`src/rtl/sbc_pkg.sv`:
```
package sbc_pkg;
  // occupancy of the single result register
  typedef enum logic [1:0] {
    ST_EMPTY = 2'd0,
    ST_PASS  = 2'd1,
    ST_FAULT = 2'd2
  } stage_e;
endpackage

```
`src/rtl/sbc_stage.sv`:
```
module sbc_stage
  import sbc_pkg::*;
#(
  parameter int ADDR_W = 32
) (
  input  logic              clk,
  input  logic              rst_n,
  input  logic              in_valid,
  output logic              in_ready,
  input  logic [ADDR_W-1:0] in_addr,
  input  logic              in_legal,
  output logic              out_valid,
  input  logic              out_ready,
  output logic              fault,
  output logic [ADDR_W-1:0] held_addr
);
  stage_e            st_q;
  logic [ADDR_W-1:0] addr_q;
  logic              take;

  // only an unconsumed legal result blocks the input
  always_comb begin
    in_ready = (st_q != ST_PASS) || out_ready;
    take     = in_valid && in_ready;
  end

  always_ff @(posedge clk) begin
    if (!rst_n) begin
      st_q   <= ST_EMPTY;
      addr_q <= '0;
    end else if (take) begin
      st_q   <= in_legal ? ST_PASS : ST_FAULT;
      addr_q <= in_addr;
    end else if (st_q == ST_FAULT || (st_q == ST_PASS && out_ready)) begin
      st_q <= ST_EMPTY;
    end
  end

  always_comb begin
    out_valid = (st_q == ST_PASS);
    fault     = (st_q == ST_FAULT);
    held_addr = addr_q;
  end
endmodule

```
`config.mk`:
```
export PLATFORM = sky130hd
export DESIGN_NAME = sbc_stage
export DESIGN_NICKNAME = d
export VERILOG_FILES = /design/src/rtl/sbc_pkg.sv /design/src/rtl/sbc_stage.sv
export SDC_FILE = /design/constraint.sdc
export NUM_CORES = 1
export LEC_CHECK = 0
export CORE_MARGIN = 2
export CORE_UTILIZATION = 35
export DETAILED_ROUTE_END_ITERATION = 8
export PLACE_DENSITY = 0.72
export SYNTH_ARGS = -nofsm -noshare
export SYNTH_HDL_FRONTEND = slang
export SYNTH_SLANG_ARGS = --single-unit
```
`constraint.sdc`:
```
create_clock -name clk -period 1.25 [get_ports clk]
set_input_delay 0.25 -clock clk [delete_from_list [all_inputs] [get_ports clk]]
set_output_delay 0.25 -clock clk [all_outputs]
set_load 0.03 [all_outputs]
```
==> metrics <==
Skew-Pair Late Insertion Delay 0.28 ns; Startpoint Class register; HPWL after DPL 1.96 mm; status complete, but fails checks; TritonRoute pass-1 iters 4; crit share post-route 112%; crit path max fanout 3; Yosys top cell area share 48.0%; Fmax 0.713 GHz; setup violators final 19; layout cells sized above 1 24.0%; sequential fraction of the synthesis area 48.0%; PD cells 1200 nW/µm²; die area 4580 µm²; largest area contributor in the netlist dfxtp_1; Rows 23; Total GRT Usage 13.8%; crit path capture type output port; area grow syn2layout 51.1%; antenna violations before repair 0; Post-synth ARST share 0%; Iteration-0 DRC Markers 46; Slew headroom 79.9%; sum of routed wire length over all layers 3.15 mm; fill cell total of the finished layout 390; #FFs+latches synth 34; die height 67.7 µm; syn nets 189; Final Non-Filler Cells 279; Main synth FF type dfxtp_1; first-pass GRT wire length 4.74 mm; Synth Instances 152; Antenna diodes 0; clock buffer count from CTS 5; Tmin final 1.40 ns; WL/cell 11.3 µm; number of global-route vias before repair 1096; fin nets 265; EDFF count, synth 0; clock sink count 34; synth warn 0; critical path required time 1.00 ns; main area contributors after synthesis dfxtp_1 (48%), mux2i_1 (23%), nand2_1 (17%), buf_12 (4.2%), clkbuf_1 (1.9%); IO Port Bufs 71; max-cap violations 0; Vias/cell 4.38; Setup Skew 0.00186 ns; unrepaired setup endpoints after global routing yes; routed vias 1221; Root Buffer clkbuf_8; Slew @ Worst Pin 0.302 ns; WS Path Type reg2out; clock-pin slew on the worst setup and hold paths 0.07 ns; H-tree depth 2; I/O pins 72; CORE AREA 3940 µm²; most frequent cells after synthesis nand2_1 (64), dfxtp_1 (34), mux2i_1 (33); GRT overflow 0; CP arrival 1.15 ns; Final Hold Fails 0; Leakage 0.00100 µW; count leader, synth nand2_1; clk buf depth 2; CTS tree yes; worst hold path class in2reg; violated checks setup timing; residual DRC count 0; Initial Utilization 36.0%; total placed cells including tap cells 268; Post-DRT Antenna Nets 0; Final Max Tran Viols 0; final worst slack -0.152 ns; Hold Slack 0.430 ns; gpl congestion 0.666; largest net degree at the start of global routing 41; Post-Syn Area per Cell 9.33 µm²; worst ir drop on vdd 810 µV; Die Wd 67.7 µm; post-synthesis cell area 1420 µm²; Netlist cell types 15
## sequential cells by signal, summed over array words and instances (netlist names)
register / cells
st_q: 2
held_addr: 32
## routing by layer
layer | part of all wire (%) | up-vias | track usage, %
li1 | - | 645 | -
met1 | 46 | 524 | 16.4
met2 | 44 | 47 | 21.8
met3 | 7.8 | 5 | 5.33
met4 | 1.5 | 0 | 6.12
met5 | 0 | - | 0
## worst paths after layout
| kind | from | end | slack [ns] | depth (start not counted) |
|---|---|---|---|---|
| setup / recovery | st_q[1] | in_ready | -0.15 | 2 |
| hold / removal | rst_n | held_addr[10] | 0.43 | 4 |
| setup reg to reg | st_q[1] | held_addr[25] | -0.06 | 4 |
| hold reg to reg | held_addr[16] | held_addr[16] | 0.46 | 2 |
## layout by cell type, fill, tap and decap left out
cell type        netlist  routed
a211oi_1               1       1
a21oi_1                1       1
a22oi_1                1       1
and2_4                 1       3
and2b_1                1       1
buf_12                 3       1
buf_2                  0       1
buf_4                  0      20
buf_6                  1       2
clkbuf_1               7       1
clkbuf_2               0      18
clkbuf_8               0       6
clkdlybuf4s15_2        0       1
clkdlybuf4s50_1        0      34
clkinv_2               0       1
dfxtp_1               34      33
dfxtp_2                0       1
dlygate4sd2_1          0       1
mux2i_1               33      33
nand2_1               64      64
nor2b_1                2       2
o21ai_0                1       1
or2b_1                 1       1
or3b_4                 0       1
## critical path, cell delays in order, from the launching register on
cell	delay (ns)
dfxtp_1	0.31
or3b_4	0.41
buf_6	0.15
## stage by stage
step	TNS, ns	power, µW	utilization (%)	instance area (µm²)	setup slack (ns)
detailed placement	-15.87	1810	53.6	2110	-0.672
floorplan	-5.01	1560	-	1420	-0.165
global placement	-15.50	1810	53.6	2110	-0.661
global route	-2.54	2720	54.4	2140	-0.191
CTS	-4.82	2620	56.0	2210	-0.164
finish	-1.04	2570	54.4	2140	-0.152
## power by group
| part | leakage (µW) | switching, µW | internal [µW] |
|---|---|---|---|
| logic | 0.000673 | 302 | 264 |
| registers | 0.000281 | 35.1 | 1160 |
| clock network | 0.0000482 | 372 | 444 |
| total | 0.00100 | 709 | 1860 |
## logic make-up after synthesis
kind of cell / synth area share, %
buf+inv: 6.88
simple gates: 20.1
flops: 48.0
mux: 23.3
compound gates: 1.76
## final cells by class
class / instances / area [µm²] / area share, %
clock inverters: 1 / 5.00 / 0.233
well taps: 50 / 62.6 / 2.92
flip-flops and latches: 34 / 682 / 31.8
repair buffers: 78 / 648 / 30.2
multi-input cells: 109 / 661 / 30.8
clock buffers: 7 / 86.3 / 4.03
## timing repair
action | 4_1_cts | 5_1_grt
setup endpoints to repair | 54 | 53
cloned | 0 | 2
resized for setup | 48 | 20
hold buffers | 0 | 0
pin swaps | 1 | 0
setup buffers | 0 | 1
Note: power is estimated with default switching activity, not from simulation.
